--- src/rtl/irq_ctrl_pkg.sv ---
// Shared constants and types for the alarm/interrupt controller.
// Assumes an 8-bit register bus and 7-bit BCD time fields.
package irq_ctrl_pkg;
    localparam int DATA_W   = 8;
    localparam int ADDR_W   = 3;
    localparam int TIME_W   = 7;
    localparam int N_FIELDS = 4;   // sec, min, hour, date
    localparam int N_FLAGS  = 4;   // wdog, alarm, pfail, century

    localparam logic [ADDR_W-1:0] ADR_FLAG  = 3'd0;
    localparam logic [ADDR_W-1:0] ADR_CTL   = 3'd1;
    localparam logic [ADDR_W-1:0] ADR_ALARM = 3'd2;  // first of four alarm bytes

    // index of each flag within the flag vector (MSB first on the bus)
    localparam int FL_WDOG = 3;
    localparam int FL_ALRM = 2;
    localparam int FL_PF   = 1;
    localparam int FL_CEN  = 0;

    localparam logic [DATA_W-1:0] CTL_RESET = 8'h24;

    typedef struct packed {
        logic wdog_en;
        logic alarm_en;
        logic pf_en;
        logic alarm_bk_en;
        logic pol_hi;
        logic pulse_mode;
        logic thr_hi;
        logic spare;
    } irq_ctl_t;
endpackage

--- src/rtl/irq_alarm_match.sv ---
// Masked comparison of the four alarm bytes against the current time.
// Assumes time fields are stable in the cycle the 1 Hz tick is high.
module irq_alarm_match
    import irq_ctrl_pkg::*;
(
    input  logic                                    tick_1hz,
    input  logic [N_FIELDS-1:0][DATA_W-1:0]         alarm_bytes,
    input  logic [N_FIELDS-1:0][TIME_W-1:0]         now,
    output logic                                    alarm_hit
);
    logic [N_FIELDS-1:0] field_ok;

    // one comparator per field: mask bit in the MSB bypasses the compare
    for (genvar g = 0; g < N_FIELDS; g++) begin : g_field
        assign field_ok[g] = alarm_bytes[g][DATA_W-1]
                           | (alarm_bytes[g][TIME_W-1:0] == now[g]);
    end

    // a hit is only reported on the tick
    assign alarm_hit = tick_1hz & (&field_ok);
endmodule

--- src/rtl/irq_regs.sv ---
// Register bank: control byte, alarm bytes, sticky flags with read-clear.
// Assumes the offset is steady across an access; the clear is decided at its end.
module irq_regs
    import irq_ctrl_pkg::*;
(
    input  logic                              clk,
    input  logic                              rst_n,
    input  logic                              acc_en,
    input  logic                              acc_we,
    input  logic [ADDR_W-1:0]                 acc_addr,
    input  logic [DATA_W-1:0]                 acc_wdata,
    output logic [DATA_W-1:0]                 acc_rdata,
    input  logic                              wdog_evt,
    input  logic                              pf_evt,
    input  logic                              cen_evt,
    input  logic                              alarm_hit,
    output irq_ctl_t                          ctl,
    output logic [N_FIELDS-1:0][DATA_W-1:0]   alarm_bytes,
    output logic [N_FLAGS-1:0]                flags,
    output logic                              flag_clr
);
    logic acc_q;
    logic rd_flag_pend;
    logic we_seen;
    logic [N_FLAGS-1:0] evt_vec;

    // track one access: offset taken at its start, write strobes accumulated
    always_ff @(posedge clk) begin
        if (!rst_n) begin
            acc_q        <= 1'b0;
            rd_flag_pend <= 1'b0;
            we_seen      <= 1'b0;
        end else begin
            acc_q <= acc_en;
            if (acc_en && !acc_q) begin
                rd_flag_pend <= (acc_addr == ADR_FLAG);
                we_seen      <= acc_we;
            end else if (acc_en) begin
                we_seen <= we_seen | acc_we;
            end
        end
    end

    assign flag_clr = acc_q && !acc_en && rd_flag_pend && !we_seen;

    // writable bytes: control and alarms; flag offset is read-only
    always_ff @(posedge clk) begin
        if (!rst_n) begin
            ctl         <= irq_ctl_t'(CTL_RESET);
            alarm_bytes <= '0;
        end else if (acc_en && acc_we) begin
            if (acc_addr == ADR_CTL)
                ctl <= irq_ctl_t'(acc_wdata);
            for (int i = 0; i < N_FIELDS; i++)
                if (acc_addr == ADR_ALARM + ADDR_W'(i))
                    alarm_bytes[i] <= acc_wdata;
        end
    end

    always_comb begin
        evt_vec          = '0;
        evt_vec[FL_WDOG] = wdog_evt;
        evt_vec[FL_ALRM] = alarm_hit;
        evt_vec[FL_PF]   = pf_evt;
        evt_vec[FL_CEN]  = cen_evt;
    end

    // sticky flags; a new event on the clearing edge survives
    always_ff @(posedge clk) begin
        if (!rst_n) flags <= '0;
        else        flags <= (flag_clr ? '0 : flags) | evt_vec;
    end

    // read mux
    always_comb begin
        acc_rdata = '0;
        if (acc_addr == ADR_FLAG)
            acc_rdata = {flags, {(DATA_W-N_FLAGS){1'b0}}};
        else if (acc_addr == ADR_CTL)
            acc_rdata = ctl;
        for (int i = 0; i < N_FIELDS; i++)
            if (acc_addr == ADR_ALARM + ADDR_W'(i))
                acc_rdata = alarm_bytes[i];
    end
endmodule

--- src/rtl/irq_pin_drv.sv ---
// Interrupt pin driver: source gating, level/one-shot timing, polarity.
// Assumes tick_32hz is a single-cycle pulse; pulse width is PULSE_TICKS of it.
module irq_pin_drv
    import irq_ctrl_pkg::*;
#(
    parameter int PULSE_TICKS = 6
) (
    input  logic                 clk,
    input  logic                 rst_n,
    input  logic                 tick_32hz,
    input  logic                 backup_mode,
    input  logic [N_FLAGS-1:0]   flags,
    input  logic                 flag_clr,
    input  logic                 wdog_en,
    input  logic                 alarm_en,
    input  logic                 pf_en,
    input  logic                 alarm_bk_en,
    input  logic                 pol_hi,
    input  logic                 pulse_mode,
    output logic                 irq_pull_lo,
    output logic                 irq_drive_hi
);
    localparam int CNT_W = $clog2(PULSE_TICKS + 1);

    logic             req;
    logic             req_q;
    logic [CNT_W-1:0] cnt;
    logic             active;

    // source gating; in backup only the alarm with its backup enable
    always_comb begin
        if (backup_mode)
            req = flags[FL_ALRM] & alarm_en & alarm_bk_en;
        else
            req = (flags[FL_WDOG] & wdog_en)
                | (flags[FL_ALRM] & alarm_en)
                | (flags[FL_PF]   & pf_en);
    end

    // one-shot counter: loaded on request rise, cut by a flag clear
    always_ff @(posedge clk) begin
        if (!rst_n) begin
            req_q <= 1'b0;
            cnt   <= '0;
        end else begin
            req_q <= req;
            if (flag_clr)
                cnt <= '0;
            else if (req && !req_q)
                cnt <= CNT_W'(PULSE_TICKS);
            else if (tick_32hz && cnt != '0)
                cnt <= cnt - 1'b1;
        end
    end

    // pad control
    assign active       = pulse_mode ? (cnt != '0) : req;
    assign irq_pull_lo  = active & (backup_mode | !pol_hi);
    assign irq_drive_hi = active & !backup_mode & pol_hi;
endmodule

--- src/rtl/rtc_irq_ctrl.sv ---
// Top of the alarm-match and interrupt-pin controller.
// Assumes all inputs are synchronous to clk; ticks are one-cycle pulses.
module rtc_irq_ctrl
    import irq_ctrl_pkg::*;
#(
    parameter int PULSE_TICKS = 6
) (
    input  logic              clk,
    input  logic              rst_n,
    input  logic              tick_1hz,
    input  logic              tick_32hz,
    input  logic [6:0]        time_sec,
    input  logic [6:0]        time_min,
    input  logic [6:0]        time_hour,
    input  logic [6:0]        time_date,
    input  logic              wdog_evt,
    input  logic              pf_evt,
    input  logic              cen_evt,
    input  logic              backup_mode,
    input  logic              acc_en,
    input  logic              acc_we,
    input  logic [2:0]        acc_addr,
    input  logic [7:0]        acc_wdata,
    output logic [7:0]        acc_rdata,
    output logic              irq_pull_lo,
    output logic              irq_drive_hi,
    output logic              pf_thresh_hi
);
    irq_ctl_t                            ctl;
    logic [N_FIELDS-1:0][DATA_W-1:0]     alarm_bytes;
    logic [N_FIELDS-1:0][TIME_W-1:0]     now;
    logic [N_FLAGS-1:0]                  flags;
    logic                                flag_clr;
    logic                                alarm_hit;

    assign now          = {time_date, time_hour, time_min, time_sec};
    assign pf_thresh_hi = ctl.thr_hi;

    irq_alarm_match u_match (
        .tick_1hz    (tick_1hz),
        .alarm_bytes (alarm_bytes),
        .now         (now),
        .alarm_hit   (alarm_hit)
    );

    irq_regs u_regs (
        .clk         (clk),
        .rst_n       (rst_n),
        .acc_en      (acc_en),
        .acc_we      (acc_we),
        .acc_addr    (acc_addr),
        .acc_wdata   (acc_wdata),
        .acc_rdata   (acc_rdata),
        .wdog_evt    (wdog_evt),
        .pf_evt      (pf_evt),
        .cen_evt     (cen_evt),
        .alarm_hit   (alarm_hit),
        .ctl         (ctl),
        .alarm_bytes (alarm_bytes),
        .flags       (flags),
        .flag_clr    (flag_clr)
    );

    irq_pin_drv #(.PULSE_TICKS(PULSE_TICKS)) u_pin (
        .clk          (clk),
        .rst_n        (rst_n),
        .tick_32hz    (tick_32hz),
        .backup_mode  (backup_mode),
        .flags        (flags),
        .flag_clr     (flag_clr),
        .wdog_en      (ctl.wdog_en),
        .alarm_en     (ctl.alarm_en),
        .pf_en        (ctl.pf_en),
        .alarm_bk_en  (ctl.alarm_bk_en),
        .pol_hi       (ctl.pol_hi),
        .pulse_mode   (ctl.pulse_mode),
        .irq_pull_lo  (irq_pull_lo),
        .irq_drive_hi (irq_drive_hi)
    );
endmodule

--- config.mk ---
export PLATFORM = sky130hd
export DESIGN_NAME = rtc_irq_ctrl
export DESIGN_NICKNAME = d
export VERILOG_FILES = /design/src/rtl/irq_ctrl_pkg.sv /design/src/rtl/irq_alarm_match.sv /design/src/rtl/irq_regs.sv /design/src/rtl/irq_pin_drv.sv /design/src/rtl/rtc_irq_ctrl.sv
export SDC_FILE = /design/constraint.sdc
export NUM_CORES = 1
export LEC_CHECK = 0
export CORE_ASPECT_RATIO = 0.7
export CORE_MARGIN = 2
export CORE_UTILIZATION = 50
export DETAILED_ROUTE_END_ITERATION = 16
export HOLD_SLACK_MARGIN = 0.15
export PLACE_DENSITY = 0.91
export SYNTH_ARGS = -nofsm -noshare
export SYNTH_HDL_FRONTEND = slang
export SYNTH_SLANG_ARGS = --single-unit
--- constraint.sdc ---
create_clock -name clk -period 2.5 [get_ports clk]
set_clock_uncertainty 0.2 [all_clocks]
set_input_delay 0.625 -clock clk [delete_from_list [all_inputs] [get_ports clk]]
set_output_delay 0.625 -clock clk [all_outputs]
set_load 0.03 [all_outputs]
After elaboration in Yosys (flattened, before gate mapping)
Cells that the tools add are included.

$mul: 0. Bitwise gates (word level): 18. Equal/unequal tests: 9. Magnitude comparators: 0. Add/subtract/negate cells: 1. Divide/modulo/power cells: 0. Shift operators: 0. Muxes and demuxes: 13. Reductions and logical operators: 25.

Operators with widths (count): two-way mux 8 bit (6); equality test 7 bit (4); AND reduction 2 bit (5); bitwise AND 1 bit (8); OR 1 bit (8); logical AND 1 bit (7); equality test 3 x 2 -> 1 bit, second input constant (2); equality test 3 bit, second input constant (2); logical NOT 1 bit (6); two-way mux 3 bit (2); two-way mux 1 bit (4); two-way mux 4 bit (1); OR 4 bit (1); AND reduction 4 bit (1); nonzero test 2 bit (2); equality test 3 x 1 -> 1 bit, second input constant (1); logical NOT 3 bit (1); nonzero test 3 bit (1); OR reduction 3 bit (1); subtractor 3 x 1 -> 3 bit, second input constant (1); OR reduction 2 bit (1); NOT 1 bit (1).

ROM bits: 0. Word-level logic and storage cells: 85. Memories: 0. Flip-flop bits (word level): 51. Latch bits: 0. RAM bits: 0. Input port bits: 49.

Depth between registers and ports, before layout
Word-level depth: 7. Gate-level depth with buffers: 7. Gate-level depth less buffers: 7.

Cells and area by module
From an unflattened synthesis, not the netlist that was laid out.

Cells, all modules: 294. Area, all modules: 2792.7 um2.

Modules (own cells, without submodules): irq_regs (cells an instance 223, instances 1, sequential area each 940.9 um2, area each 2203.4 um2); irq_alarm_match (cells an instance 39, instances 1, sequential area each 0.0 um2, area each 325.3 um2); irq_pin_drv (cells an instance 32, instances 1, sequential area each 80.1 um2, area each 264.0 um2).

Least setup slack after synthesis
No wires, ideal clock.

Path type: input-to-output. Start: input acc_addr[0]. End: output acc_rdata[4]. Path buffers: 3. Data required time: 1.675 ns. Stages on the path: 5. Data arrival time: 1.939 ns. Setup slack: -0.264 ns. Cells stage by stage: buf_2 -> buf_2 -> buf_2 -> a31oi_1 -> o221ai_1.

Word-level cells in the longest chain between the ends: 7. Elaborated cells between the ends (all ways): 12. Those cells by class: eq/ne: 5; mux: 6; reduce/logical: 1.

Ends and longest elaborated chain: from (decl) (line rtc_irq_ctrl.sv:22) `input logic [2:0] acc_addr,`; equality test 3 x 1 -> 1 bit (line irq_regs.sv:79) `else if (acc_addr == ADR_CTL)`; two-way mux 8 bit (line irq_regs.sv:79); two-way mux 8 bit (line irq_regs.sv:77) `if (acc_addr == ADR_FLAG)`; two-way mux 8 bit (3 in a row) (line irq_regs.sv:82) `if (acc_addr == ADR_ALARM + ADDR_W'(i))`; two-way mux 8 bit * (line irq_regs.sv:82); to (decl) (line rtc_irq_ctrl.sv:24) `output logic [7:0] acc_rdata,`.

Mark *: on every way between the ends. The rest lies on a longest branch, timed or not.

Final worst setup path
Start: input acc_addr[0]. End: output acc_rdata[5].

The elaborated chain is that of the path after synthesis.

==> metrics.yaml <==
status: "finished clean"
synth_nets: 332
wl_um: 7840
fin_tns_setup_ns: 0
finalSetupViolations: 0
postRouteAntennaNets: 0
clk_latency_ns: 0.30
syn_to_final_growth_pct: 39.7
path_clk_slew_ns: 0.08
synth_common_cells: "51 x dfxtp_1, 45 x mux2i_1, 34 x nor2b_1"
die_y_um: 65.6
yosys-top-cells-area: "dfxtp_1 38%, mux2i_1 17%, nor2b_1 7.8%"
timing.reg2reg.setup_slack_ns: 0.90
max_freq_mhz: 401
start_kind: "input pin"
clock_path_buffers: 2
vias: 2404
initial_core_util_pct: 51.9
arrival_ns: 1.67
remaining_drc_errors: 0
end_kind: "primary output"
grt_pass1_wl_um: 11900
h-tree-depth: 2
cts_tree: "done"
synth_seq_area_share_pct: 37.6
cts_buffers: 5
overflow: 0
syn-cell-area_um2: 2710
antenna_cells: 0
wl_met3_um: 524
grt_use_total_pct: 25.7
netlist.area_leader.share_pct: 37.6
fp.coreArea_um2: 5230
ys.flop_type: "dfxtp_1"
cts_sinks: 51
grt_max_degree: 49
worst_pin_slew_ns: 0.580
p_leak_uw: 0.00144
required_ns: 1.67
final_layout_size_suffix_gt1_share_pct: 19.7
synthCells: 281
yosysTopAreaCell: "dfxtp_1"
slew_headroom_pct: 61.3
worstPathMaxFanout: 5
drv_cap: 0
hold_viol_final: 0
n_fill_cell: 357
finalCriticalPeriod_ns: 2.49
grt_setup_unrepaired: "true"
fin_area_um2: 3790
die_x_um: 92.0
crit_type: "input pin to primary output"
place_congestion: 0.890
antenna_found_initial: 0
ys_types: 38
wl_met2_um: 3600
place_area_um2: 3540
die-area_um2: 6040
avgRoutedWirePerCell_um: 18.1
yosysMostFrequentCell: "dfxtp_1"
slew_viol_final: 0
irDropWorstVdd_uv: 221
hold_path.class: "register to register"
wl_met1_um: 3630
fin_nets: 411
yosysWarnings: 0
port-buffer-count: 59
top_layer: "met4"
rows: 22
min_period_over_period_pct: 99.7
avgViaCountPerCell: 5.55
pwr_density_cell_nw_per_um2: 482
postCtsHoldBufs: 0
drt_iter0_drc: 199
ios: 60
post-dp-hpwl_um: 5430
first_global_vias: 2373
syn_area_per_cell_um2: 9.65
root_buffer: "clkbuf_8"
async_flop_share_pct: 0
synth-seq-cells: 51
synth_edf_count: 0
firstDrtPassIters: 4
==> state kept, by name (all words and copies together), names as in the netlist <==
name and cells:
u_regs.alarm_bytes 32, u_regs.ctl 8, u_regs.flags 4, u_pin.cnt 3
u_pin.req_q 1, u_regs.acc_q 1, u_regs.rd_flag_pend 1, u_regs.we_seen 1
==> metal layers <==
metal / track usage, % / vias to the layer above
met2: 43.8 / 90
met4: 4.29 / 0
met1: 34.6 / 1157
met3: 5.16 / 13
met5: 0 / -
li1: - / 1144
==> repair_timing <==
item	CTS	global route
cloned	2	1
endpoints found under the setup margin	10	9
pin swaps	2	3
setup buffers	2	2
endpoints found under the hold margin	0	0
resized for setup	28	8
==> final cells by class <==
class                   instances  area (um2)  share of cell area, %
repair buffers                 86         891                   23.5
multi-input cells             213        1690                   44.7
clock inverters                 1        5.00                  0.132
well taps                      72        90.1                   2.38
clock buffers                   7        76.3                   2.01
inverters                       3        11.3                  0.297
flip-flops and latches         51        1020                   26.9
==> final timing paths <==
check | startpoint | endpoint | depth (start not counted)
worst max-delay path | acc_addr[0] | acc_rdata[5] | 8
worst min register to register | u_regs.we_seen$_SDFFE_PN0P_ | u_regs.we_seen$_SDFFE_PN0P_ | 2
worst max register to register | u_regs.alarm_bytes[20]$_SDFFE_PN0P_ | u_regs.flags[2]$_SDFF_PN0_ | 5
worst min-delay path | u_regs.we_seen$_SDFFE_PN0P_ | u_regs.we_seen$_SDFFE_PN0P_ | 2
==> report_power, final <==
part | internal, uW | leakage [uW] | switching (uW) | total, uW
sequential | 848 | 0.000414 | 25.8 | 874
clock | 197 | 0.0000422 | 263 | 460
combinational | 249 | 0.000979 | 242 | 490
==> through the flow <==
step	hold slack (ns)	setup WS (ns)	util (%)	std cells	total power [uW]
after floorplan	0.242	0.0198	-	281	1150
after global placement	0.258	-0.411	67.6	418	1320
after detailed placement	0.277	-0.444	67.6	418	1340
after CTS	0.291	0.00624	71.3	430	1800
after global routing	0.307	-0.0300	72.4	433	1890
final	0.290	0.00632	72.4	433	1820
==> critical path: stages <==
cell      delay (ns)
buf_12          0.12
buf_12          0.13
buf_8           0.12
nor3b_2         0.18
buf_4           0.17
nand2_1         0.07
o221ai_2        0.08
buf_6           0.16
==> logic make-up after synthesis <==
family / Yosys count / synth area share, %
adder cells (fa/ha/maj): 2 / 0.922
AO/OA/AOI/OAI: 40 / 10.7
AND/OR/NAND/NOR: 91 / 19.3
XOR/XNOR: 30 / 9.69
buffers and inverters: 18 / 3.55
flip-flops: 51 / 37.6
multiplexers: 49 / 18.3
==> cell usage in the layout (no fill, tap or decap), types with 3 or more instances in the layout <==
cell and n:
buf_4 21, nand4_1 3, nor4_1 5, a21boi_0 11, buf_12 4, dfxtp_1 51, mux2_2 4, mux2i_1 43
a22oi_2 3, clkbuf_8 5, nand3_1 9, a21oi_1 3, a22o_1 3, buf_6 10, inv_1 3, o22ai_2 4
xnor2_1 16, nor2_1 5, a31oi_1 4, clkdlybuf4s50_1 45, nor2b_1 33, nand2_1 19, xor2_1 14, nand2b_1 3
o221ai_2 4
No activity file was read; power rests on OpenSTA's default activity.
